===== config.mk =====
export PLATFORM = sky130hd
export DESIGN_NAME = shr_unit
export DESIGN_NICKNAME = d
export VERILOG_FILES = /design/src/rtl/shr_pkg.sv /design/src/rtl/shr_onebit.sv /design/src/rtl/shr_barrel.sv /design/src/rtl/shr_flags.sv /design/src/rtl/shr_unit.sv
export SDC_FILE = /design/constraint.sdc
export NUM_CORES = 1
export LEC_CHECK = 0
export CAP_MARGIN = 25
export CORE_MARGIN = 2
export CORE_UTILIZATION = 50
export DETAILED_ROUTE_END_ITERATION = 6
export PLACE_DENSITY = 0.78
export SLEW_MARGIN = 25
export SYNTH_ARGS = -nofsm -noshare
export SYNTH_HDL_FRONTEND = slang
export SYNTH_SLANG_ARGS = --single-unit

===== constraint.sdc =====
create_clock -name vclk -period 7.86
set_input_delay 2.358 -clock vclk [all_inputs]
set_output_delay 2.358 -clock vclk [all_outputs]
set_load 0.005 [all_outputs]

===== src/rtl/shr_pkg.sv =====
package shr_pkg;
   localparam int unsigned OP_W = 4;

   typedef enum logic [OP_W-1:0] {
      OP_ASR1 = 4'd0,
      OP_LSR1 = 4'd1,
      OP_SL1  = 4'd2,
      OP_ASRN = 4'd3,
      OP_LSRN = 4'd4,
      OP_SLN  = 4'd5,
      OP_RLC  = 4'd6,
      OP_RRC  = 4'd7,
      OP_RLNC = 4'd8,
      OP_RRNC = 4'd9
   } shr_op_e;

   function automatic logic op_is_defined(input logic [OP_W-1:0] op);
      return (op <= OP_RRNC);
   endfunction

   function automatic logic op_is_barrel(input logic [OP_W-1:0] op);
      return (op == OP_ASRN) || (op == OP_LSRN) || (op == OP_SLN);
   endfunction

   function automatic logic op_writes_c(input logic [OP_W-1:0] op);
      return (op <= OP_SL1) || (op == OP_RLC) || (op == OP_RRC);
   endfunction

   function automatic logic op_writes_ov(input logic [OP_W-1:0] op);
      return (op <= OP_SL1);
   endfunction
endpackage


===== src/rtl/shr_onebit.sv =====
module shr_onebit
   import shr_pkg::*;
#(
   parameter int unsigned WIDTH = 16
) (
   input  logic [WIDTH-1:0] a_i,
   input  logic             cin_i,
   input  logic [OP_W-1:0]  op_i,
   output logic [WIDTH-1:0] res_o,
   output logic             out_bit_o
);
   localparam int unsigned MSB = WIDTH - 1;

   always_comb begin
      res_o     = a_i;
      out_bit_o = 1'b0;
      case (op_i)
         OP_ASR1: begin
            res_o     = {a_i[MSB], a_i[MSB:1]};
            out_bit_o = a_i[0];
         end
         OP_LSR1: begin
            res_o     = {1'b0, a_i[MSB:1]};
            out_bit_o = a_i[0];
         end
         OP_SL1: begin
            res_o     = {a_i[MSB-1:0], 1'b0};
            out_bit_o = a_i[MSB];
         end
         OP_RLC: begin
            res_o     = {a_i[MSB-1:0], cin_i};
            out_bit_o = a_i[MSB];
         end
         OP_RRC: begin
            res_o     = {cin_i, a_i[MSB:1]};
            out_bit_o = a_i[0];
         end
         OP_RLNC: res_o = {a_i[MSB-1:0], a_i[MSB]};
         OP_RRNC: res_o = {a_i[0], a_i[MSB:1]};
         default: begin
            res_o     = a_i;
            out_bit_o = 1'b0;
         end
      endcase
   end
endmodule


===== src/rtl/shr_barrel.sv =====
module shr_barrel #(
   parameter int unsigned WIDTH   = 16,
   parameter int unsigned SHAMT_W = 5,
   parameter bit          LEFT    = 1'b0,
   parameter int unsigned IMPL    = 0
) (
   input  logic [WIDTH-1:0]   a_i,
   input  logic [SHAMT_W-1:0] amt_i,
   input  logic               fill_i,
   output logic [WIDTH-1:0]   res_o
);
   localparam logic [SHAMT_W:0] WIDTH_AMT = (SHAMT_W + 1)'(WIDTH);

   generate
      if (IMPL == 1) begin : g_operator
         logic [2*WIDTH-1:0] ext;
         logic               too_far;
         assign too_far = ({1'b0, amt_i} >= WIDTH_AMT);
         if (LEFT) begin : g_left
            assign ext   = {{WIDTH{1'b0}}, a_i} << amt_i;
            assign res_o = too_far ? '0 : ext[WIDTH-1:0];
         end else begin : g_right
            assign ext   = {{WIDTH{fill_i}}, a_i} >> amt_i;
            assign res_o = too_far ? {WIDTH{fill_i}} : ext[WIDTH-1:0];
         end
      end else begin : g_stages
         for (genvar i = 0; i < SHAMT_W; i++) begin : g_st
            localparam longint unsigned STEP = 64'd1 << i;
            logic [WIDTH-1:0] din;
            logic [WIDTH-1:0] q;
            if (i == 0) begin : g_first
               assign din = a_i;
            end else begin : g_next
               assign din = g_st[i-1].q;
            end
            if (STEP >= WIDTH) begin : g_flush
               if (LEFT) begin : g_l
                  assign q = amt_i[i] ? '0 : din;
               end else begin : g_r
                  assign q = amt_i[i] ? {WIDTH{fill_i}} : din;
               end
            end else begin : g_move
               localparam int unsigned S = int'(STEP);
               if (LEFT) begin : g_l
                  assign q = amt_i[i] ? {din[WIDTH-1-S:0], {S{1'b0}}} : din;
               end else begin : g_r
                  assign q = amt_i[i] ? {{S{fill_i}}, din[WIDTH-1:S]} : din;
               end
            end
         end
         assign res_o = g_st[SHAMT_W-1].q;
      end
   endgenerate
endmodule


===== src/rtl/shr_flags.sv =====
module shr_flags
   import shr_pkg::*;
#(
   parameter int unsigned WIDTH = 16
) (
   input  logic [OP_W-1:0]  op_i,
   input  logic [WIDTH-1:0] res_i,
   input  logic             out_bit_i,
   input  logic             src_msb_i,
   output logic             c_o,
   output logic             n_o,
   output logic             ov_o,
   output logic             z_o,
   output logic             c_we_o,
   output logic             n_we_o,
   output logic             ov_we_o,
   output logic             z_we_o
);
   logic defined;
   logic ov_raw;

   assign defined = op_is_defined(op_i);
   assign ov_raw  = (op_i == OP_SL1) ? (res_i[WIDTH-1] ^ src_msb_i) : 1'b0;

   assign c_we_o  = op_writes_c(op_i);
   assign ov_we_o = op_writes_ov(op_i);
   assign n_we_o  = defined;
   assign z_we_o  = defined;

   assign c_o  = c_we_o  & out_bit_i;
   assign ov_o = ov_we_o & ov_raw;
   assign n_o  = n_we_o  & res_i[WIDTH-1];
   assign z_o  = z_we_o  & ~(|res_i);
endmodule


===== src/rtl/shr_unit.sv =====
module shr_unit
   import shr_pkg::*;
#(
   parameter int unsigned WIDTH       = 16,
   parameter int unsigned SHAMT_W     = 5,
   parameter int unsigned BARREL_IMPL = 0
) (
   input  logic [WIDTH-1:0]   operand_i,
   input  logic               carry_i,
   input  logic [OP_W-1:0]    op_i,
   input  logic [SHAMT_W-1:0] shamt_i,
   output logic [WIDTH-1:0]   result_o,
   output logic               c_o,
   output logic               n_o,
   output logic               ov_o,
   output logic               z_o,
   output logic               c_we_o,
   output logic               n_we_o,
   output logic               ov_we_o,
   output logic               z_we_o
);
   localparam int unsigned MSB = WIDTH - 1;

   generate
      if (WIDTH < 2) begin : g_bad_width
         $error("shr_unit: WIDTH must be at least 2");
      end
      if (SHAMT_W < 1 || SHAMT_W > 16) begin : g_bad_shamt
         $error("shr_unit: SHAMT_W must lie in 1..16");
      end
      if (BARREL_IMPL > 1) begin : g_bad_impl
         $error("shr_unit: BARREL_IMPL must be 0 or 1");
      end
   endgenerate

   logic [WIDTH-1:0] single_res;
   logic             single_out;
   logic [WIDTH-1:0] left_res;
   logic [WIDTH-1:0] right_res;
   logic             right_fill;

   shr_onebit #(.WIDTH(WIDTH)) u_onebit (
      .a_i       (operand_i),
      .cin_i     (carry_i),
      .op_i      (op_i),
      .res_o     (single_res),
      .out_bit_o (single_out)
   );

   assign right_fill = (op_i == OP_ASRN) & operand_i[MSB];

   shr_barrel #(
      .WIDTH(WIDTH), .SHAMT_W(SHAMT_W), .LEFT(1'b1), .IMPL(BARREL_IMPL)
   ) u_barrel_left (
      .a_i    (operand_i),
      .amt_i  (shamt_i),
      .fill_i (1'b0),
      .res_o  (left_res)
   );

   shr_barrel #(
      .WIDTH(WIDTH), .SHAMT_W(SHAMT_W), .LEFT(1'b0), .IMPL(BARREL_IMPL)
   ) u_barrel_right (
      .a_i    (operand_i),
      .amt_i  (shamt_i),
      .fill_i (right_fill),
      .res_o  (right_res)
   );

   always_comb begin
      if (op_is_barrel(op_i)) begin
         result_o = (op_i == OP_SLN) ? left_res : right_res;
      end else begin
         result_o = single_res;
      end
   end

   shr_flags #(.WIDTH(WIDTH)) u_flags (
      .op_i      (op_i),
      .res_i     (result_o),
      .out_bit_i (single_out),
      .src_msb_i (operand_i[MSB]),
      .c_o       (c_o),
      .n_o       (n_o),
      .ov_o      (ov_o),
      .z_o       (z_o),
      .c_we_o    (c_we_o),
      .n_we_o    (n_we_o),
      .ov_we_o   (ov_we_o),
      .z_we_o    (z_we_o)
   );
endmodule


==> results.ini, run 1 <==
[run_status]
status = completed

[cells_and_area]
layout_commonest_cell = buf_4
seq_cells = 0
layout-drive-gt1-share_pct = 35.4
final_cell_mix = 135 x buf_4, 46 x clkdlybuf4s50_1, 35 x nand2_1
seq_area_um2 = 0
area_growth_pct = 51.2
num_antenna_cells = 0
n_fill_cell = 403
multi_input_area_um2 = 2510
nets = 551
final_area_um2 = 4220
clock_buffers = 0

[global_route]
antenna_found_initial = 0
grt_usage_pct = 41.1
grt.overflow.total = 0
grt_pass1_vias = 3810
grt_first_pass_wirelength_mm = 19.9
grt_max_degree = 40

[synthesis]
ys.warnings.count = 0
avgSynthCellArea_um2 = 7.28
syn-cell-area_um2 = 2790
ys_types = 69
synth_cells = 384
syn-num-nets = 410
yosysSeqAreaShare_pct = 0

[floorplanning]
pin_count = 50
die-width_um = 78.8
dieHeight_um = 78.8
coreArea_um2 = 5440
fp.dieArea_um2 = 6200
row_count = 27
initial_core_util_pct = 51.4

[sta]
timing.fmax_mhz = 128
timing.slew.headroom_pct = 54.0
setup_violations = 0
min_period_ps = 7790
period_share_pct = 99.1
drv_slew = 0
worst_pin_slew_ps = 686
timing.final.hold_violations = 0
rsz0062_at_grt = yes
fin_hold_ws_ps = 5950

[setup_path]
end_kind = output pin
required_ps = 5500
start_kind = input port
critPathLaunch = op_i[3]
worst-path-max-fanout = 13
crit_arrival_ps = 5430
crit_type = in -> out

[placement]
routabilityCongestion = 1.02
io_buffers = 50
place_area_um2 = 4180
dp.final_hpwl_mm = 10.5

[worst_hold_path]
whs_path_depth = 5
hp-start = op_i[3]
hold_path.class = in -> out
min_to = c_we_o

[route]
dr.pass1.iters = 5
finalWirelength_mm = 12.9
wire_per_inst_um = 21.8
vias = 4033
drt-initial-drc-count = 473
route.detailed.drc = 0
antenna_left = 0
via_per_inst = 6.78

[power]
ir_drop_uv = 51.4
p_leak_uw = 0.00181
p_per_area_nw_per_um2 = 69.5
finalPower_uw = 293

[run]
maxCapViolCount = 0

[clocking]
holdBufCountCts = 0

==> critical path: stages <==
cell             delay (ps)
clkdlybuf4s50_1         470
buf_6                   160
nor2b_1                  70
a221o_1                 420
a222oi_1                470
o21ai_1                 140
nor4bb_2                370
or4b_1                  490
nor4_2                  180
dlygate4sd2_1           280
==> logic make-up (layout without fill, tap and decap cells) <==
group / Yosys count / count (layout) / share of synthesized area [%]
AOI/OAI and AO/OA: 125 / 125 / 32.0
muxes: 59 / 59 / 30.1
xor gates and xnor gates: 1 / 1 / 0.314
buffers and inverters: 62 / 201 / 11.2
and+or+nand+nor: 137 / 137 / 26.4
==> worst max-delay path by stage <==
| stage | slack (ps) | end |
|---|---|---|
| floorplan | 990 | z_o |
| global placement | -170 | z_o |
| detailed placement | -190 | z_o |
| CTS | 100 | result_o[4] |
| global route | -10 | z_o |
| finish | 70 | z_o |
==> area by class of cell <==
type | instances | area share [%]
inverter | 11 | 0.977
multi-input combinational | 322 | 59.5
tap | 72 | 2.13
timing repair buffer | 190 | 37.4
==> routing by layer <==
metal,GRT usage (%),vias up,wire (µm)
li1,-,1782,-
met1,55.6,1873,5160
met2,65.3,320,5730
met3,9.20,58,1570
met4,13.0,0,487
met5,0,-,0
==> cells in the mapped netlist, types with 2 or more instances <==
cell type / n / area share (%)
mux4_2: 19 / 15
o2bb2ai_1: 2 / 0.63
and2_1: 3 / 0.67
a21oi_1: 21 / 3.8
o21ai_0: 12 / 2.1
nand2_1: 35 / 4.7
buf_4: 4 / 1.1
buf_6: 7 / 2.8
nor2_1: 26 / 3.5
nor3_1: 6 / 1.1
a2bb2oi_1: 3 / 0.94
o211ai_1: 8 / 2.1
o22ai_1: 13 / 2.9
nand2b_1: 14 / 3.1
a22oi_1: 6 / 1.6
a31oi_1: 7 / 1.6
o21bai_1: 2 / 0.54
nand3_1: 16 / 2.9
or2_2: 4 / 0.90
a221oi_1: 5 / 1.6
a222oi_1: 2 / 0.72
nor4bb_1: 5 / 1.8
a311oi_1: 2 / 0.63
mux2i_1: 30 / 11
or4_1: 4 / 1.1
buf_2: 11 / 2.0
a32oi_1: 2 / 0.63
o31ai_1: 3 / 0.81
or3_1: 2 / 0.45
o211a_1: 2 / 0.72
o221ai_1: 3 / 0.94
nor2b_1: 6 / 1.3
a211oi_1: 6 / 1.6
clkbuf_1: 23 / 3.1
inv_1: 11 / 1.5
mux2_2: 10 / 4.0
a21o_1: 5 / 1.3
buf_1: 6 / 0.81
a211o_1: 6 / 1.9
nor4_1: 2 / 0.45
nor4b_1: 2 / 0.63
==> power by group <==
part	switching [µW]	internal, µW	total [µW]	leakage, µW
Combinational	139	155	293	0.00181
Sequential	0	0	0	0
Clock	0	0	0	0
==> repair_timing <==
action / CTS / global route
resized for setup: 5 / 7
cloned: 0 / 0
setup buffers: 0 / 0
pin swaps: 3 / 3
endpoints found under the setup margin: 1 / 6
==> metrics by stage <==
| stage | instances | TNS, ps | setup slack (ps) | util, % |
|---|---|---|---|---|
| final | 595 | 0 | 73.8 | 77.7 |
| after global routing | 595 | -12.7 | -12.7 | 77.7 |
| after CTS | 595 | 0 | 103 | 77.0 |
| after detailed placement | 595 | -190 | -190 | 76.9 |
| after global placement | 595 | -171 | -171 | 76.9 |
| after floorplan | 384 | 0 | 986 | - |
No activity file was read; power rests on OpenSTA's default activity.
==> inputs of run 2 (changes only) <==
--- a/config.mk
+++ b/config.mk
@@ -10,6 +10,7 @@
 export CORE_UTILIZATION = 50
 export DETAILED_ROUTE_END_ITERATION = 6
 export PLACE_DENSITY = 0.78
+export SETUP_SLACK_MARGIN = 0.4
 export SLEW_MARGIN = 25
 export SYNTH_ARGS = -nofsm -noshare
 export SYNTH_HDL_FRONTEND = slang
==> results.ini, run 2 (synthesized netlist as in run 1, its figures left out) <==
[run_status]
status = completed

[route]
dr.pass1.iters = 5  ; unchanged
via_per_inst = 6.89  ; +1.7%
vias = 4185  ; +3.8%
wirelength_met1_mm = 5.35  ; +3.6%
routed-wl-met3_mm = 1.60  ; +2.0%
drt-initial-drc-count = 510  ; +7.8%
highest-signal-layer = met4
finalWirelength_mm = 13.6  ; +5.2%
wl_met2_mm = 6.09  ; +6.2%
route.detailed.drc = 0  ; unchanged
wire_per_inst_um = 22.4  ; +3.2%
antenna_left = 0  ; unchanged

[sta]
worst_pin_slew_ps = 526  ; -160 ps
setup_ws_ps = 305  ; +231 ps
timing.slew.headroom_pct = 64.9  ; +11 points
period_share_pct = 96.1  ; -2.9 points
drv_slew = 0  ; unchanged
min_period_ps = 7550  ; -231 ps
setup_violations = 0  ; unchanged
timing.fmax_mhz = 132  ; +3.1%
timing.final.hold_violations = 0  ; unchanged
setup_tns_ps = 0  ; unchanged
rsz0062_at_grt = yes

[cells_and_area]
multi_input_area_um2 = 2650  ; +5.3%
final_cell_mix = 144 x buf_4, 36 x clkdlybuf4s50_1, 34 x nand2_1
clock_buffers = 0  ; unchanged
layout_commonest_cell = buf_4
n_fill_cell = 360  ; -11%
area_growth_pct = 59.9
seq_cells = 0  ; unchanged
layout-drive-gt1-share_pct = 40.7  ; +5.4 points
nets = 563  ; +2.2%
finish.utilization_pct = 82.1  ; +4.5 points
seq_area_um2 = 0  ; unchanged
num_antenna_cells = 0  ; unchanged

[floorplanning]
coreArea_um2 = 5440  ; unchanged
pin_count = 50  ; unchanged
dieHeight_um = 78.8  ; unchanged
initial_core_util_pct = 51.4  ; unchanged
fp.dieArea_um2 = 6200  ; unchanged
die-width_um = 78.8  ; unchanged
row_count = 27  ; unchanged

[global_route]
grt.overflow.total = 0  ; unchanged
grt_pass1_vias = 3844  ; +0.89%
grt_first_pass_wirelength_mm = 20.4  ; +2.0%
antenna_found_initial = 0  ; unchanged
grt_max_degree = 40  ; unchanged
grt_usage_pct = 42.0  ; +0.82 points

[setup_path]
endpoint = z_o
crit_arrival_ps = 5200  ; -230 ps
end_kind = output pin
crit_type = in -> out
required_ps = 5500  ; about the same
worst-path-max-fanout = 19  ; +6
cp_slowest_cell = or4b_4
cp_cell_sequence = clkdlybuf4s50_1 > buf_12 > mux4_2 > mux2_4 > nand3_1 > o21ai_1 > mux2_2 > or4b_4 > nor4_2 > buf_2
critPathLaunch = shamt_i[2]
start_kind = input port
max_stage_delay_ps = 540  ; +50 ps

[placement]
routabilityCongestion = 1.02  ; unchanged
dp.final_hpwl_mm = 10.5  ; unchanged
place_ws_ps = -190  ; unchanged
io_buffers = 50  ; unchanged

[power]
p_per_area_nw_per_um2 = 69.5  ; about the same
ir_drop_uv = 51.3  ; -0.23%
p_leak_uw = 0.00200  ; +10%

[worst_hold_path]
whs_path_depth = 5  ; unchanged
hold_path.class = in -> out

[clocking]
holdBufCountCts = 0  ; unchanged

[run]
maxCapViolCount = 0  ; unchanged

## run 2: changes by cell type in the layout (fill, tap and decap cells not counted), moves of 2 or more
cell	change
nor2_1	-3
dlygate4sd2_1	+2
a211oi_2	+2
a2bb2oi_1	-2
a211oi_1	-2
buf_6	+3
clkdlybuf4s50_1	-10
dlymetal6s2s_1	+7
buf_4	+9
nor4bb_2	-2
a2bb2oi_2	+2
nor2_2	+2
nor4bb_4	+2
## run 2: final cells by class
cell class / count / area share [%]
inverter: 11 / 0.924
multi-input combinational: 322 / 59.2
tap: 72 / 2.02
timing repair buffer: 202 / 37.8
## run 2: worst min-delay path by stage
stage          endpoint  slack, ps     from
6_report           ov_o       5410  op_i[2]
5_1_grt            ov_o       5450  op_i[2]
4_1_cts            ov_o       5600  op_i[3]
3_5_place_dp    ov_we_o       5940  op_i[2]
3_3_place_gp    ov_we_o       5930  op_i[0]
2_1_floorplan   ov_we_o       4900  op_i[0]
## run 2: what timing repair did
| item | 4_1_cts | 5_1_grt |
|---|---|---|
| endpoints found under the setup margin | 12 | 12 |
| cloned | 1 | 0 |
| pin swaps | 10 | 6 |
| resized for setup | 33 | 26 |
| setup buffers | 4 | 7 |
## run 2: per-layer routing
metal,GRT usage (%),up-vias
li1,-,1812
met1,58.4,1938
met2,64.5,365
met3,8.75,70
met4,14.2,0
met5,0,-
## run 2: report_power, final
part           switching, µW  internal (µW)
logic                    147            163
clock network              0              0
registers                  0              0
## run 2: through the flow
step / cells / area, µm² / hold slack, ps / total power [µW]
final: 607 / 4470 / 5410 / 310
after CTS: 600 / 4320 / 5600 / 292
after global placement: 595 / 4180 / 5930 / 277
after detailed placement: 595 / 4180 / 5940 / 282
after floorplan: 384 / 2790 / 4900 / 139
after global routing: 607 / 4470 / 5450 / 323
## run 2: worst max-delay path: cells and delay by family
family                 cells  cell delay [ps]
buffers and inverters      3              870
AND/OR/NAND/NOR            3              820
multiplexers               3             1000
AO/OA/AOI/OAI              1              140
